==> config.mk <==
export PLATFORM = sky130hd
export DESIGN_NAME = smbh_regfile
export DESIGN_NICKNAME = d
export VERILOG_FILES = /design/src/rtl/smbh_pkg.sv /design/src/rtl/smbh_status.sv /design/src/rtl/smbh_cmd.sv /design/src/rtl/smbh_data.sv /design/src/rtl/smbh_regfile.sv
export SDC_FILE = /design/constraint.sdc
export NUM_CORES = 1
export LEC_CHECK = 0
export BUFFER_PORTS_ARGS = -buffer_cell sky130_fd_sc_hd__buf_2
export CAP_MARGIN = 20
export CORE_ASPECT_RATIO = 2
export CORE_UTILIZATION = 42
export CTS_CLUSTER_SIZE = 25
export DETAILED_ROUTE_END_ITERATION = 7
export GPL_TIMING_DRIVEN = 0
export PLACE_DENSITY = 0.68
export SYNTH_ARGS = -nofsm -noshare
export SYNTH_HDL_FRONTEND = slang
export SYNTH_SLANG_ARGS = --single-unit
==> constraint.sdc <==
create_clock -name clk -period 2.1 [get_ports clk]
set_clock_uncertainty 0.2 [all_clocks]
set_input_delay 0.105 -clock clk [delete_from_list [all_inputs] [get_ports clk]]
set_output_delay 0.105 -clock clk [all_outputs]
set_load 0.02 [all_outputs]
==> src/rtl/smbh_pkg.sv <==
package smbh_pkg;
  localparam int unsigned OFS_W = 3;
  localparam logic [OFS_W-1:0] OFS_STS   = 3'd0;
  localparam logic [OFS_W-1:0] OFS_CTL   = 3'd1;
  localparam logic [OFS_W-1:0] OFS_START = 3'd2;
  localparam logic [OFS_W-1:0] OFS_SLV   = 3'd3;
  localparam logic [OFS_W-1:0] OFS_DAT0  = 3'd4;
  localparam logic [OFS_W-1:0] OFS_DAT1  = 3'd5;
  localparam logic [OFS_W-1:0] OFS_BLK   = 3'd6;
  localparam logic [OFS_W-1:0] OFS_CMD   = 3'd7;
  // status bit positions
  localparam int unsigned SB_IDLE = 2;
  localparam int unsigned SB_BUSY = 3;
  localparam int unsigned SB_DONE = 4;
  localparam int unsigned SB_DEV  = 5;
  localparam int unsigned SB_COLL = 6;
  localparam int unsigned SB_TERM = 7;
  // control bit positions
  localparam int unsigned CB_ABORT = 1;
  localparam int unsigned CB_TMO   = 2;
  localparam int unsigned CB_PLO   = 4;
  localparam int unsigned CB_PHI   = 6;
  localparam int unsigned CB_BCLR  = 7;
  localparam int unsigned PROTO_W  = CB_PHI - CB_PLO + 1;
endpackage

==> src/rtl/smbh_status.sv <==
module smbh_status
  import smbh_pkg::*;
(
  input  logic       clk,
  input  logic       rst,
  input  logic       wr_sts,
  input  logic [7:3] clr_bits,
  input  logic       start_req,
  input  logic       abort_req,
  input  logic       tmo_req,
  input  logic       ev_done,
  input  logic       ev_dev_err,
  input  logic       ev_coll,
  output logic       start_acc,
  output logic       busy,
  output logic [7:0] sts_byte
);
  logic done_q, dev_q, coll_q, term_q, busy_q;
  logic [7:3] clr;
  logic end_evt;

  assign clr       = wr_sts ? clr_bits : 5'b0;
  assign start_acc = start_req & ~busy_q;
  assign end_evt   = ev_done | ev_dev_err | ev_coll | abort_req | tmo_req | clr[SB_BUSY];

  always_ff @(posedge clk) begin
    if (rst) begin
      busy_q <= 1'b0;
      done_q <= 1'b0;
      dev_q  <= 1'b0;
      coll_q <= 1'b0;
      term_q <= 1'b0;
    end else begin
      if (start_acc)    busy_q <= 1'b1;
      else if (end_evt) busy_q <= 1'b0;
      // set events take priority over write-one-to-clear
      if (ev_done)           done_q <= 1'b1;
      else if (clr[SB_DONE]) done_q <= 1'b0;
      if (ev_dev_err)        dev_q  <= 1'b1;
      else if (clr[SB_DEV])  dev_q  <= 1'b0;
      if (ev_coll)           coll_q <= 1'b1;
      else if (clr[SB_COLL]) coll_q <= 1'b0;
      if (abort_req)         term_q <= 1'b1;
      else if (clr[SB_TERM]) term_q <= 1'b0;
    end
  end

  assign busy     = busy_q;
  assign sts_byte = {term_q, coll_q, dev_q, done_q, busy_q, ~busy_q, 2'b00};

  AST_START_SETS_BUSY: assert property (@(posedge clk) disable iff (rst)
    start_acc |=> busy);
  AST_EVENT_ENDS_BUSY: assert property (@(posedge clk) disable iff (rst)
    ((ev_done | ev_dev_err | ev_coll) && !start_acc) |=> !busy);
  AST_W1C_DONE: assert property (@(posedge clk) disable iff (rst)
    (wr_sts && clr_bits[SB_DONE] && !ev_done) |=> !sts_byte[SB_DONE]);
  AST_SET_WINS: assert property (@(posedge clk) disable iff (rst)
    ev_coll |=> sts_byte[SB_COLL]);
  AST_ABORT_TERM: assert property (@(posedge clk) disable iff (rst)
    abort_req |=> (sts_byte[SB_TERM] && !busy));
  AST_TMO_FREE: assert property (@(posedge clk) disable iff (rst)
    (tmo_req && !start_acc) |=> !busy);
endmodule

==> src/rtl/smbh_cmd.sv <==
module smbh_cmd
  import smbh_pkg::*;
(
  input  logic               clk,
  input  logic               rst,
  input  logic               wr_ctl,
  input  logic               wr_start,
  input  logic [PROTO_W-1:0] proto_in,
  input  logic               abort_bit,
  input  logic               tmo_bit,
  input  logic               bclr_bit,
  input  logic               busy,
  input  logic               start_acc,
  output logic               abort_req,
  output logic               tmo_req,
  output logic [PROTO_W-1:0] proto,
  output logic               start_pulse,
  output logic               abort_pulse,
  output logic               tmo_pulse,
  output logic               blkclr_pulse
);
  assign abort_req = wr_ctl & abort_bit;
  assign tmo_req   = wr_ctl & tmo_bit;

  always_ff @(posedge clk) begin
    if (rst) begin
      proto        <= '0;
      start_pulse  <= 1'b0;
      abort_pulse  <= 1'b0;
      tmo_pulse    <= 1'b0;
      blkclr_pulse <= 1'b0;
    end else begin
      if (wr_ctl) proto <= proto_in;
      start_pulse  <= start_acc;
      abort_pulse  <= abort_req;
      tmo_pulse    <= tmo_req;
      blkclr_pulse <= wr_ctl & bclr_bit;
    end
  end

  AST_START_IGNORED: assert property (@(posedge clk) disable iff (rst)
    (wr_start && busy) |=> !start_pulse);
  AST_START_SINGLE: assert property (@(posedge clk) disable iff (rst)
    start_pulse |=> !start_pulse);
  AST_ABORT_SINGLE: assert property (@(posedge clk) disable iff (rst)
    abort_pulse |=> !abort_pulse);
endmodule

==> src/rtl/smbh_data.sv <==
module smbh_data
  import smbh_pkg::*;
#(
  parameter int unsigned DW = 8
) (
  input  logic             clk,
  input  logic             rst,
  input  logic             bus_wr,
  input  logic             bus_rd,
  input  logic [OFS_W-1:0] bus_addr,
  input  logic [DW-1:0]    bus_wdata,
  input  logic             ev_dat_we,
  input  logic [DW-1:0]    ev_dat0,
  input  logic [DW-1:0]    ev_dat1,
  output logic [DW-1:0]    slave_addr,
  output logic [DW-1:0]    cmd_byte,
  output logic [DW-1:0]    data0,
  output logic [DW-1:0]    data1,
  output logic             blk_wr_pulse,
  output logic [DW-1:0]    blk_wdata,
  output logic             blk_rd_pulse
);
  logic wr_slv, wr_cmd, wr_d0, wr_d1, wr_blk, rd_blk;
  assign wr_slv = bus_wr && bus_addr == OFS_SLV;
  assign wr_cmd = bus_wr && bus_addr == OFS_CMD;
  assign wr_d0  = bus_wr && bus_addr == OFS_DAT0;
  assign wr_d1  = bus_wr && bus_addr == OFS_DAT1;
  assign wr_blk = bus_wr && bus_addr == OFS_BLK;
  assign rd_blk = bus_rd && bus_addr == OFS_BLK;

  always_ff @(posedge clk) begin
    if (rst) begin
      slave_addr   <= '0;
      cmd_byte     <= '0;
      data0        <= '0;
      data1        <= '0;
      blk_wr_pulse <= 1'b0;
      blk_wdata    <= '0;
      blk_rd_pulse <= 1'b0;
    end else begin
      if (wr_slv) slave_addr <= bus_wdata;
      if (wr_cmd) cmd_byte   <= bus_wdata;
      // sequencer load has priority over the host port
      if (ev_dat_we) begin
        data0 <= ev_dat0;
        data1 <= ev_dat1;
      end else begin
        if (wr_d0) data0 <= bus_wdata;
        if (wr_d1) data1 <= bus_wdata;
      end
      blk_wr_pulse <= wr_blk;
      if (wr_blk) blk_wdata <= bus_wdata;
      blk_rd_pulse <= rd_blk;
    end
  end

  AST_SEQ_WINS: assert property (@(posedge clk) disable iff (rst)
    ev_dat_we |=> (data0 == $past(ev_dat0) && data1 == $past(ev_dat1)));
  AST_BLK_WR: assert property (@(posedge clk) disable iff (rst)
    wr_blk |=> (blk_wr_pulse && blk_wdata == $past(bus_wdata)));
endmodule

==> src/rtl/smbh_regfile.sv <==
module smbh_regfile
  import smbh_pkg::*;
#(
  parameter int unsigned DW = 8
) (
  input  logic               clk,
  input  logic               rst,
  input  logic [OFS_W-1:0]   bus_addr,
  input  logic               bus_wr,
  input  logic               bus_rd,
  input  logic [DW-1:0]      bus_wdata,
  output logic [DW-1:0]      bus_rdata,
  output logic               start_pulse,
  output logic [PROTO_W-1:0] proto_sel,
  output logic               abort_pulse,
  output logic               tmo_pulse,
  output logic               blkclr_pulse,
  output logic [DW-1:0]      slave_addr,
  output logic [DW-1:0]      cmd_byte,
  output logic [DW-1:0]      data0,
  output logic [DW-1:0]      data1,
  input  logic               ev_done,
  input  logic               ev_dev_err,
  input  logic               ev_coll,
  input  logic               ev_dat_we,
  input  logic [DW-1:0]      ev_dat0,
  input  logic [DW-1:0]      ev_dat1,
  output logic               blk_wr_pulse,
  output logic [DW-1:0]      blk_wdata,
  output logic               blk_rd_pulse,
  input  logic [DW-1:0]      blk_rdata
);
  logic wr_sts, wr_ctl, wr_start;
  logic start_acc, busy, abort_req, tmo_req;
  logic [7:0] sts_byte;
  logic [7:0] ctl_byte;

  assign wr_sts   = bus_wr && bus_addr == OFS_STS;
  assign wr_ctl   = bus_wr && bus_addr == OFS_CTL;
  assign wr_start = bus_wr && bus_addr == OFS_START;

  smbh_status u_status (
    .clk(clk), .rst(rst), .wr_sts(wr_sts), .clr_bits(bus_wdata[7:3]),
    .start_req(wr_start), .abort_req(abort_req), .tmo_req(tmo_req),
    .ev_done(ev_done), .ev_dev_err(ev_dev_err), .ev_coll(ev_coll),
    .start_acc(start_acc), .busy(busy), .sts_byte(sts_byte)
  );

  smbh_cmd u_cmd (
    .clk(clk), .rst(rst), .wr_ctl(wr_ctl), .wr_start(wr_start),
    .proto_in(bus_wdata[CB_PHI:CB_PLO]), .abort_bit(bus_wdata[CB_ABORT]),
    .tmo_bit(bus_wdata[CB_TMO]), .bclr_bit(bus_wdata[CB_BCLR]),
    .busy(busy), .start_acc(start_acc), .abort_req(abort_req), .tmo_req(tmo_req),
    .proto(proto_sel), .start_pulse(start_pulse), .abort_pulse(abort_pulse),
    .tmo_pulse(tmo_pulse), .blkclr_pulse(blkclr_pulse)
  );

  smbh_data #(.DW(DW)) u_data (
    .clk(clk), .rst(rst), .bus_wr(bus_wr), .bus_rd(bus_rd), .bus_addr(bus_addr),
    .bus_wdata(bus_wdata), .ev_dat_we(ev_dat_we), .ev_dat0(ev_dat0),
    .ev_dat1(ev_dat1), .slave_addr(slave_addr), .cmd_byte(cmd_byte),
    .data0(data0), .data1(data1), .blk_wr_pulse(blk_wr_pulse),
    .blk_wdata(blk_wdata), .blk_rd_pulse(blk_rd_pulse)
  );

  assign ctl_byte = {1'b0, proto_sel, 4'b0000};

  always_ff @(posedge clk) begin
    if (rst) begin
      bus_rdata <= '0;
    end else if (bus_rd) begin
      unique case (bus_addr)
        OFS_STS:   bus_rdata <= DW'(sts_byte);
        OFS_CTL:   bus_rdata <= DW'(ctl_byte);
        OFS_START: bus_rdata <= '0;
        OFS_SLV:   bus_rdata <= slave_addr;
        OFS_DAT0:  bus_rdata <= data0;
        OFS_DAT1:  bus_rdata <= data1;
        OFS_BLK:   bus_rdata <= blk_rdata;
        OFS_CMD:   bus_rdata <= cmd_byte;
        default:   bus_rdata <= '0;
      endcase
    end
  end

  AST_IDLE_INV: assert property (@(posedge clk) disable iff (rst)
    sts_byte[SB_IDLE] != sts_byte[SB_BUSY]);
  AST_START_ZERO: assert property (@(posedge clk) disable iff (rst)
    (bus_rd && bus_addr == OFS_START) |=> bus_rdata == '0);
endmodule

# Word-level counts from Yosys, hierarchy flattened
# Cells that the tools add are included.
# Widths: inputs -> output; s select.
[totals]
input_bits = 43
elab_cells = 68
out_inout_bits = 57
register_bits = 62
[classes]
muxes = 16
n_reduce_logical = 17
eq_ne = 7
bitwise = 10
[ops]
columns = ["operator", "n"]
rows = [
  ["$pmux 8 s8", 1],
  ["$mux 8", 4],
  ["$reduce_bool 2->1", 7],
  ["$eq 3x3->1 const B", 4],
  ["$mux 1", 10],
  ["$logic_and 1x1->1", 9],
  ["$eq 3x2->1 const B", 2],
  ["$mux 5", 1],
  ["$or 1x1->1", 5],
  ["$and 1x1->1", 4],
  ["$eq 3x1->1 const B", 1],
  ["$logic_not 3->1", 1],
  ["$not 1->1", 1],
]

# Logic depth before layout (Yosys ltp)
[depth]
ltp_word = 8
depth_mapped = 6
depth_no_buf = 4

# By module
# From an unflattened synthesis, not the netlist that was laid out.
[hier_totals]
hier_cells = 354
area_unflattened_um2 = 3119.2
[modules_own_cells]
columns = ["module", "cells_each", "seq_area_each_um2", "area_per_inst_um2", "instances"]
rows = [
  ["smbh_data", 200, 840.8, 1815.5, 1],
  ["smbh_regfile", 102, 160.2, 799.5, 1],
  ["smbh_status", 31, 100.1, 252.7, 1],
  ["smbh_cmd", 21, 140.1, 251.5, 1],
]

# Worst setup path after synthesis
# Ideal clock, no wire load.
[synth_path]
path_type = "input -> register"
start = "in bus_addr[2]"
end = "reg bus_rdata[6]"
setup_slack_ns = 0.694
n_path_buf = 2
setup_ns = 0.134
cell_stages = 6
arrival_ns = 1.072
path_cell_list = "buf_6 > nor2b_1 > buf_6 > a22o_1 > a2111oi_1 > a211oi_1"
[synth_between]
elab_chain_len = 2
elab_cells_between_ends = 9
[synth_rtl]
columns = ["element", "line", "source"]
rows = [
  ["start, declared", "smbh_regfile.sv:8", "input logic [OFS_W-1:0] bus_addr,"],
  ["$eq 3x3->1 (tied with other cells)", "smbh_regfile.sv:72", "unique case (bus_addr)"],
  ["$pmux 8 s8 *", "smbh_regfile.sv:72", ""],
  ["end signal, assigned", "smbh_regfile.sv:73", "OFS_STS: bus_rdata <= DW'(sts_byte);"],
  ["end signal, assigned", "smbh_regfile.sv:74", "OFS_CTL: bus_rdata <= DW'(ctl_byte);"],
  ["end signal, assigned", "smbh_regfile.sv:76", "OFS_SLV: bus_rdata <= slave_addr;"],
  ["end, declared", "smbh_regfile.sv:12", "output logic [DW-1:0] bus_rdata,"],
]
# Mark *: on every way between the ends. The rest lies on a longest branch, timed or not.
# A chain may end at the register's enable or synchronous reset.

# Worst setup path in the final report
[layout_path]
start = "in bus_addr[0]"
end = "reg u_data.data1[0]"
[layout_between]
elab_chain_len = 3
[layout_rtl]
columns = ["element", "line", "source"]
rows = [
  ["$eq 3x3->1", "smbh_data.sv:27", "assign wr_d1 = bus_wr && bus_addr == OFS_DAT1;"],
  ["$logic_and 1x1->1", "smbh_data.sv:27", ""],
  ["$reduce_bool 2->1 (no source line)", "n/a", ""],
  ["end signal, assigned", "smbh_data.sv:46", "data1 <= ev_dat1;"],
  ["end signal, assigned", "smbh_data.sv:49", "if (wr_d1) data1 <= bus_wdata;"],
  ["end, declared", "smbh_data.sv:18", "output logic [DW-1:0] data1,"],
]
# No other way between the ends.

==> impl_metrics.json <==
{
  "rows": 41,
  "startpoint": "bus_addr[0]",
  "diodes": 0,
  "setup_viol": 0,
  "finalWirelength_mm": 10.0,
  "holdPathStages": 4,
  "power.total_w": 0.00330,
  "die_x_um": 59.6,
  "fin_crit_sh_pct": 94.3,
  "p_per_area_mw_per_mm2": 814,
  "synthCells": 316,
  "ys_warn_count": 0,
  "ctsResizeCount": 0,
  "synth.area.top_cells": "dfxtp_1, nand2_1, a21oi_1, nor2_1, a222oi_1",
  "r2r_slack_ns": 0.41,
  "io_pins": 100,
  "via_count": 3086,
  "dr_wl_met2_mm": 5.21,
  "cp-end-kind": "flip-flop",
  "route.antenna.remaining_nets": 0,
  "netlist_area_sq_mm": 0.00279,
  "finalHoldViolations": 0,
  "netlist.area_leader.share_pct": 44.5,
  "synth_async_sr_flop_share_pct": 0,
  "dieArea_sq_mm": 0.00699,
  "htreeDepth": 3,
  "stdcell_count": 551,
  "yosysUniqueCellTypes": 50,
  "finalMaxSlewViolations": 0,
  "ys.flop_type": "dfxtp_1",
  "syn_avg_cell_area_sq_um": 8.82,
  "min_from": "ev_dat_we",
  "failed_checks": "DRC",
  "crit_path_start_kind": "primary input",
  "vdd_drop_max_mv": 0.567,
  "initial_core_util_pct": 43.8,
  "cp.arrival_ns": 1.99,
  "ys_seq_area_share_pct": 44.5,
  "syn-num-nets": 359,
  "max-slew-margin-rel_pct": 58.2,
  "path_max_fanout": 10,
  "grt-ovfl-total": 0,
  "mostFrequentLayoutCell": "buf_2",
  "grt_setup_unrepaired": "no",
  "worst_pin_slew_ns": 0.623,
  "antenna_found_initial": 0,
  "fmax_mhz": 505,
  "p_leak_nw": 1.79,
  "gp_congestion": 0.908,
  "first_iter_violations": 212,
  "routedWlPerCell_um": 18.2,
  "die_h_um": 117,
  "drc": 1,
  "reg2reg_depth": 3,
  "holdCritPathClass": "primary input to flip-flop",
  "status": "finished, violations left",
  "cts_buffers": 9,
  "hold_buffers": 35,
  "layout_common_cells": "buf_2, dfxtp_1, nand2_1",
  "numPlacedInstances": 500,
  "fill_cells": 584,
  "rr_startpoint": "bus_rdata[4]",
  "worstHoldEndpoint": "u_data.data0[1]",
  "drtPass1Iterations": 8,
  "met1_length_mm": 3.57,
  "synth_edf_count": 0,
  "clkSlewWorstSetupHoldPaths_ns": 0.05,
  "grt_usage_pct": 30.8,
  "grt_pass1_vias": 2933,
  "grt_max_degree": 11,
  "period_needed_ns": 1.98,
  "timing.setup.tns_ns": 0,
  "final_layout_size_suffix_gt1_share_pct": 30.5,
  "top_layer_used": "met4",
  "hpwl_mm": 6.99,
  "fin_nets": 503,
  "area_delta_synth_final_pct": 45.4,
  "synth.ff_latch_count": 62,
  "synth_top_area_cell": "dfxtp_1",
  "port_buffers": 98,
  "max_cap_viol_count": 0,
  "cts_setup_buffers": 0,
  "grt_pass1_wl_mm": 15.3,
  "r2r_end": "bus_rdata[4]",
  "core_area_sq_mm": 0.00636,
  "clockRootBuffer": "clkbuf_16",
  "cts.sinks": 62,
  "critPathKind": "primary input to flip-flop",
  "clk_latency_ns": 0.33,
  "cts_buffer_depth": 2,
  "vias_per_cell": 5.60,
  "cts_tree": "yes",
  "route.met3.wl_um": 647,
  "required_ns": 2.11
}
worst max-delay path, cell delays in order:
cell	delay, ns
buf_2	0.11
buf_4	0.21
nor2b_1	0.29
a31oi_2	0.26
a222oi_1	0.36
dlygate4sd3_1	0.62
nor2_1	0.05
how the worst max path moves through the flow:
stage	slack [ns]	depth (start not counted)	endpoint
3_3_place_gp	0.41	7	u_data.slave_addr[4]
2_1_floorplan	0.69	6	bus_rdata[6]
3_5_place_dp	0.38	7	u_data.slave_addr[5]
5_1_grt	0.02	7	u_data.data1[0]
6_report	0.12	7	u_data.data1[0]
4_1_cts	0.23	7	u_data.data1[0]
cell type report:
class / instances / area, sq um / share of cell area, %
flip-flops and latches: 62 / 1240 / 30.6
clock inverters: 4 / 70.1 / 1.73
plain buffers: 22 / 129 / 3.18
clock buffers: 12 / 246 / 6.08
inverters: 4 / 15.0 / 0.370
multi-input cells: 228 / 1400 / 34.6
well taps: 86 / 108 / 2.66
repair buffers: 133 / 841 / 20.7
metrics by stage:
stage	util [%]	setup slack [ns]	instance area (sq um)	hold slack (ns)
after detailed placement	53.2	0.376	3390	0.145
after floorplan	-	0.694	2790	0.0224
after CTS	63.7	0.227	4050	0.0293
after global routing	63.7	0.0222	4050	0.0447
final	63.7	0.119	4050	0.0361
after global placement	53.2	0.412	3390	0.133
sequential cells by signal, summed over array words and instances (netlist names), 3 cells and up:
name	count
bus_rdata	8
u_cmd.proto	3
u_data.blk_wdata	8
u_data.cmd_byte	8
u_data.data0	8
u_data.data1	8
u_data.slave_addr	8
synth_stat cells (3+ instances only):
master and n:
a222oi_1 12, inv_1 3, mux2_2 6, buf_2 7
mux2i_1 12, a22o_1 3, o21ai_0 3, dfxtp_1 62
clkbuf_1 8, a21oi_1 28, o32ai_1 4, a211oi_1 5
nand2b_1 7, nor2b_1 10, and2_1 3, nand2_1 60
a22oi_1 4, nor2_1 37, buf_6 4
routing by layer:
metal	up-vias	track usage (%)
met4	0	20.9
li1	1422	-
met5	-	0
met3	45	7.14
met2	183	52.7
met1	1436	32.7
power by group:
group | leakage [nW] | switching [W] | internal, W
registers | 0.506 | 0.0000349 | 0.00122
logic | 1.13 | 0.000264 | 0.000195
clock network | 0.157 | 0.000515 | 0.00107
cells by family after synthesis:
group,count (synthesis),synth area share [%]
compound gates,75,20.3
flops,62,44.5
buf+inv,26,5.16
simple gates,134,22.5
mux,19,7.54
No activity file was read; power rests on OpenSTA's default activity.
